**src/rtl/xcvr_pkg.sv**
```systemverilog
package xcvr_pkg;

  typedef enum logic {
    BANK_HOLD = 1'b0,
    BANK_OPEN = 1'b1
  } bank_mode_e;

  // Bank follows its source only when select and capture are both low.
  function automatic bank_mode_e bank_mode(input logic sel_n, input logic cap_n);
    return (!sel_n && !cap_n) ? BANK_OPEN : BANK_HOLD;
  endfunction

  // Opposite port is driven only when select and output control are both low.
  function automatic logic port_driven(input logic sel_n, input logic oe_n);
    return !(sel_n || oe_n);
  endfunction

endpackage

```
**src/rtl/xcvr_store.sv**
```systemverilog
module xcvr_store #(
  parameter int WIDTH = 8
) (
  input  logic             clk,
  input  logic             rst_n,
  input  logic             load,
  input  logic [WIDTH-1:0] src,
  output logic [WIDTH-1:0] held
);

  logic [WIDTH-1:0] held_q;

  always_ff @(posedge clk or negedge rst_n) begin
    if (!rst_n) begin
      held_q <= '0;
    end else if (load) begin
      held_q <= src;
    end
  end

  assign held = held_q;

  AST_BANK_LOADS: assert property (@(posedge clk) disable iff (!rst_n)
    load |=> (held == $past(src)));

  AST_BANK_HOLDS: assert property (@(posedge clk) disable iff (!rst_n)
    !load |=> $stable(held));

endmodule

```
**src/rtl/xcvr_drive.sv**
```systemverilog
module xcvr_drive #(
  parameter int WIDTH = 8
) (
  input  logic [WIDTH-1:0] held,
  input  logic             enable,
  output logic [WIDTH-1:0] port_out,
  output logic             port_drive
);

  always_comb begin
    port_drive = enable;
    port_out   = enable ? ~held : '0;
  end

endmodule

```
**src/rtl/xcvr_lane.sv**
```systemverilog
module xcvr_lane
  import xcvr_pkg::*;
#(
  parameter int WIDTH = 8
) (
  input  logic             clk,
  input  logic             rst_n,
  input  logic             sel_n,
  input  logic             cap_n,
  input  logic             oe_n,
  input  logic [WIDTH-1:0] src,
  output logic [WIDTH-1:0] dst_out,
  output logic             dst_drive
);

  bank_mode_e       mode_w;
  logic             load_w;
  logic             drive_en_w;
  logic [WIDTH-1:0] held_w;

  assign mode_w     = bank_mode(sel_n, cap_n);
  assign load_w     = (mode_w == BANK_OPEN);
  assign drive_en_w = port_driven(sel_n, oe_n);

  xcvr_store #(.WIDTH(WIDTH)) i_store (
    .clk   (clk),
    .rst_n (rst_n),
    .load  (load_w),
    .src   (src),
    .held  (held_w)
  );

  xcvr_drive #(.WIDTH(WIDTH)) i_drive (
    .held       (held_w),
    .enable     (drive_en_w),
    .port_out   (dst_out),
    .port_drive (dst_drive)
  );

  AST_RELEASED_QUIET: assert property (@(posedge clk) disable iff (!rst_n)
    !dst_drive |-> (dst_out == '0));

  AST_DRIVEN_INVERTS: assert property (@(posedge clk) disable iff (!rst_n)
    dst_drive |-> ((dst_out ^ held_w) == {WIDTH{1'b1}}));

  AST_OE_KEEPS_BANK: assert property (@(posedge clk) disable iff (!rst_n)
    (cap_n && $changed(oe_n)) |=> $stable(held_w));

endmodule

```
**src/rtl/xcvr_inv_latch.sv**
```systemverilog
module xcvr_inv_latch #(
  parameter int WIDTH = 8
) (
  input  logic             clk,
  input  logic             rst_n,
  input  logic             ab_sel_n,
  input  logic             ab_cap_n,
  input  logic             ab_oe_n,
  input  logic             ba_sel_n,
  input  logic             ba_cap_n,
  input  logic             ba_oe_n,
  input  logic [WIDTH-1:0] a_in,
  input  logic [WIDTH-1:0] b_in,
  output logic [WIDTH-1:0] a_out,
  output logic             a_drive,
  output logic [WIDTH-1:0] b_out,
  output logic             b_drive
);

  localparam int LANES = 2;

  logic [LANES-1:0]            sel_n_v, cap_n_v, oe_n_v, drv_v;
  logic [LANES-1:0][WIDTH-1:0] src_v, out_v;

  // Lane 0 carries A to B, lane 1 carries B to A.
  assign sel_n_v = {ba_sel_n, ab_sel_n};
  assign cap_n_v = {ba_cap_n, ab_cap_n};
  assign oe_n_v  = {ba_oe_n,  ab_oe_n};
  assign src_v   = {b_in, a_in};

  for (genvar g = 0; g < LANES; g++) begin : g_lane
    xcvr_lane #(.WIDTH(WIDTH)) i_lane (
      .clk       (clk),
      .rst_n     (rst_n),
      .sel_n     (sel_n_v[g]),
      .cap_n     (cap_n_v[g]),
      .oe_n      (oe_n_v[g]),
      .src       (src_v[g]),
      .dst_out   (out_v[g]),
      .dst_drive (drv_v[g])
    );
  end

  assign b_out   = out_v[0];
  assign b_drive = drv_v[0];
  assign a_out   = out_v[1];
  assign a_drive = drv_v[1];

  AST_BA_IDLE_NO_A: assert property (@(posedge clk) disable iff (!rst_n)
    ba_sel_n |-> !a_drive);

endmodule

```
**config.mk**
```make
export PLATFORM = sky130hd
export DESIGN_NAME = xcvr_inv_latch
export DESIGN_NICKNAME = d
export VERILOG_FILES = /design/src/rtl/xcvr_pkg.sv /design/src/rtl/xcvr_store.sv /design/src/rtl/xcvr_drive.sv /design/src/rtl/xcvr_lane.sv /design/src/rtl/xcvr_inv_latch.sv
export SDC_FILE = /design/constraint.sdc
export NUM_CORES = 1
export LEC_CHECK = 0
export BUFFER_PORTS_ARGS = -buffer_cell sky130_fd_sc_hd__buf_2
export CORE_UTILIZATION = 44
export CTS_CLUSTER_DIAMETER = 60
export DETAILED_ROUTE_END_ITERATION = 7
export PLACE_DENSITY = 0.81
export SETUP_SLACK_MARGIN = 0.5
export SLEW_MARGIN = 20
export SYNTH_ARGS = -nofsm -noshare
export SYNTH_HDL_FRONTEND = slang
export SYNTH_SLANG_ARGS = --single-unit
```
**constraint.sdc**
```tcl
create_clock -name clk -period 1.4 [get_ports clk]
set_input_delay 0.07 -clock clk [delete_from_list [all_inputs] [get_ports clk]]
set_output_delay 0.07 -clock clk [all_outputs]
set_load 0.02 [all_outputs]
```
Word-level counts from Yosys, hierarchy flattened. Cells that the tools add are included. Widths: inputs -> output; s select.

Output and inout bits: 18. Register bits after elaboration: 16. Word-level logic and storage cells: 18. Memories: 0. Bits in latches: 0. Bits of input ports: 24. ROM bits: 0. Memory bits (writable): 0.

Bitwise logic cells: 2. Multiplexer cells: 4. Shifts and indexed selects: 0. Add/subtract/negate cells: 0. Magnitude comparators: 0. Div/mod/pow operators: 0. Equal/unequal tests: 0. Reduce and logical (&&, ||, !) cells: 10. Multiply operators: 0.

Operators by type and width (count): $mux 8 (2); $not 8->8 (2); $logic_not 1->1 (6); $logic_and 1x1->1 (2); $logic_or 1x1->1 (2); $mux 1 (2).

Logic depth before layout (Yosys ltp).
Depth in word-level cells: 3. Depth in mapped cells: 3. Depth with buffers taken out: 2.

By module. Synthesis repeated with hierarchy kept, for this count alone.

Cell total of the unflattened synthesis: 56. Area, all modules: 793.3 um^2.

By module, submodules not included: xcvr_store (cells an instance 17, instances 2, area each 331.6 um^2, sequential area each 200.2 um^2); xcvr_drive (cells an instance 9, instances 2, area each 57.6 um^2, sequential area each 0.0 um^2); xcvr_lane (cells an instance 2, instances 2, area each 7.5 um^2, sequential area each 0.0 um^2).

Worst setup path after synthesis. Ideal clock, no wire load.

Path kind: input to output. From: input ab_oe_n. To: output b_out[0]. Arrival time: 717 ps. Cell stages on the path: 3. Buffers on the path: 1. Path slack: 613 ps. Data required time: 1330 ps. Cell sequence: or2_1 buf_2 nor2_1.

Longest elaborated chain between the ends: 2.

RTL lines: start, declared (RTL line xcvr_inv_latch.sv:8) `input logic ab_oe_n,`; $logic_or 1x1->1 (RTL line xcvr_pkg.sv:15) `return !(sel_n || oe_n);`; $mux 8 (RTL line xcvr_drive.sv:12) `port_out = enable ? ~held : '0;`; end, declared (RTL line xcvr_inv_latch.sv:16) `output logic [WIDTH-1:0] b_out,`.

Every way passes these cells.

Worst setup path in the final report.
From: register g_lane[0].i_lane.i_store.held_q[3]. To: output b_out[3].

Longest elaborated chain between the ends: 2.

RTL lines: start, declared (RTL line xcvr_store.sv:11) `logic [WIDTH-1:0] held_q;`; start signal, assigned (RTL line xcvr_store.sv:17) `held_q <= src;`; $not 8->8 (RTL line xcvr_drive.sv:12); $mux 8 (RTL line xcvr_drive.sv:12).

Every way passes these cells.

==> metrics <==
Post-Syn Area 699 sq um; yosys warns 0; max reg flops 16; Fmax achieved roughly 1000 MHz; gr usage total approximately 18%; Final Non-Filler Cells 123; Peak supply drop 0.559 mV; Static Leakage 0.546 nW; Seq/Total Area, Yosys between 50 and 60%; Worst setup SP type register; CP arrival 940 ps; clock root cell clkbuf_4; Die X 41.9 um; I/O Buffers 41; commonest non-fill, non-tap cells in the layout 25 x buf_2, 19 x buf_4, 16 x mux2_2, 16 x dfrtp_1, 15 x nor2_1; CP max FO 2; Antenna Nets Post-Route 0; layout cell share with drive strength beyond 1 63.6%; RSZ-0062 raised after global routing yes; Via density between 4 and 5; Worst path max stage delay between 300 and 400 ps; Synth Register Bits 16; CP max stage cell dfrtp_1; Tmin final 1010 ps; Tot Pwr 1.14 mW; worst hold path type input pin to register; Core Area 0.00149 sq mm; Inserted Clock Buffers 3; Vias 571; GR Overflow Total 0; WS Path Type register to output port; final WL 1.39 mm; Clock Skews 0 ps; initial antenna violation count 0; power per cell area ~1100 mW/mm^2; top cell type's share of synthesized area 57.2%; die area 0.00175 sq mm; later-pin clock latency in the skew report ~280 ps; CP Capture Type output port; syn avg cell area about 12 sq um; WL/cell 11.3 um; GP Congestion 0.658; clk sinks 16; Layout Area Growth over Synthesis 51.7%; dpl cells 111; largest net degree at the start of global routing 17; Die H approximately 42 um; Max transition margin 76.2%; maximum capacitance violations 0; CTS tree yes; Hold Violations, Final 0; Tcrit/Tclk final 72.0%; CTS H-Tree Depth 1; Slew Viols, Final 0; CP cell instances nor2_1 > buf_4; Synth Instances 56; Worst Max-Slew Pin Slew about 360 ps; Iteration-0 DRC Markers 8; Synthesized Nets 80; Initial Util 47.0%; Critical Path RT 1330 ps; Nets 132; endpoints failing setup 0; Yosys cell types 8; ANT cells 0; I/O Pins 42; first-pass GRT wire length ~2.4 mm; drt drc 0; largest cells by area after synthesis dfrtp_1 57%, mux2_2 26%, nor2_1 8.6%, nor2_4 3.2%, or2_1 1.8%; CTS Buffer Depth 2; vias in the first global route 558; first drt pass iteration count 4; outcome finished, final reports clean; layout filler cell count approximately 110; Setup TNS 0 ps; commonest non-fill, non-tap cell in the layout buf_2; largest area contributor in the netlist dfrtp_1; Reg clk slew, reported paths approximately 100 ps; cell row count 14
[worst max-delay path, delay by kind of cell (launching register included)]
family	cells	cell delay (ps)
flip-flops	1	390
AND/OR/NAND/NOR	1	110
buffers and inverters	1	150
[path summary, 6_finish.rpt]
check,depth (start not counted),slack (ps),start,end
max in group asynchronous,2,920,rst_n,g_lane[0].i_lane.i_store.held[7]
max,2,390,g_lane[0].i_lane.i_store.held[3],b_out[3]
min in group asynchronous,2,220,rst_n,g_lane[1].i_lane.i_store.held[2]
min reg2reg,1,520,g_lane[1].i_lane.i_store.held[4],g_lane[1].i_lane.i_store.held[4]
min,2,10,b_in[6],g_lane[1].i_lane.i_store.held[6]
max reg2reg,3,410,g_lane[0].i_lane.i_store.held[7],g_lane[0].i_lane.i_store.held[7]
[area by class of cell]
type	count	area (sq um)	area share (%)
clock buffers	4	36.3	3.42
repair buffers	49	319	30.1
well taps	16	20.0	1.89
multi-input cells	36	278	26.2
inverters	2	7.51	0.708
flip-flops and latches	16	400	37.7
[synthesized netlist by cell type (all sizes together)]
cell type,count
buf,2
mux2,16
nor2,18
dfrtp,16
or2,2
inv,2
[metrics by stage]
step / util, % / hold slack (ps) / area (sq um) / worst slack (ps)
floorplan: - / -226 / 699 / 613
global placement: 61.0 / -2.78 / 908 / 498
detailed placement: 61.0 / 11.1 / 908 / 489
CTS: 69.8 / 0.322 / 1040 / 394
global route: 71.3 / 4.78 / 1060 / 343
finish: 71.3 / 13.6 / 1060 / 392
[routing by layer]
layer | wire [um] | part of all wire [%] | global-route usage [%] | vias up
li1 | - | - | - | 283
met2 | 655 | 47 | 28.1 | 34
met3 | 116 | 8.4 | 3.48 | 0
met1 | 618 | 44 | 24.5 | 254
met5 | 0 | 0 | 0 | -
met4 | 0 | 0 | 9.68 | 0
[kinds of logic (layout without fill, tap and decap cells)]
kind of cell / after synthesis / after routing / share of synthesized area (%)
buf+inv: 4 / 55 / 3.40
flops: 16 / 16 / 57.2
mux: 16 / 16 / 25.8
simple gates: 20 / 20 / 13.6
[power by group]
group / internal (mW) / switching (mW)
clock network: 0.158 / 0.147
logic: 0.157 / 0.119
registers: 0.530 / 0.0339
[repair_timing]
action                                 4_1_cts  5_1_grt
setup endpoints to repair                   16       17
setup buffers                                2        2
resized for setup                           16        2
hold buffers                                 4        0
endpoints found under the hold margin       19        0
pin swaps                                   16        4
gates cloned                                 0        0
(Power assumes the default switching activity.)
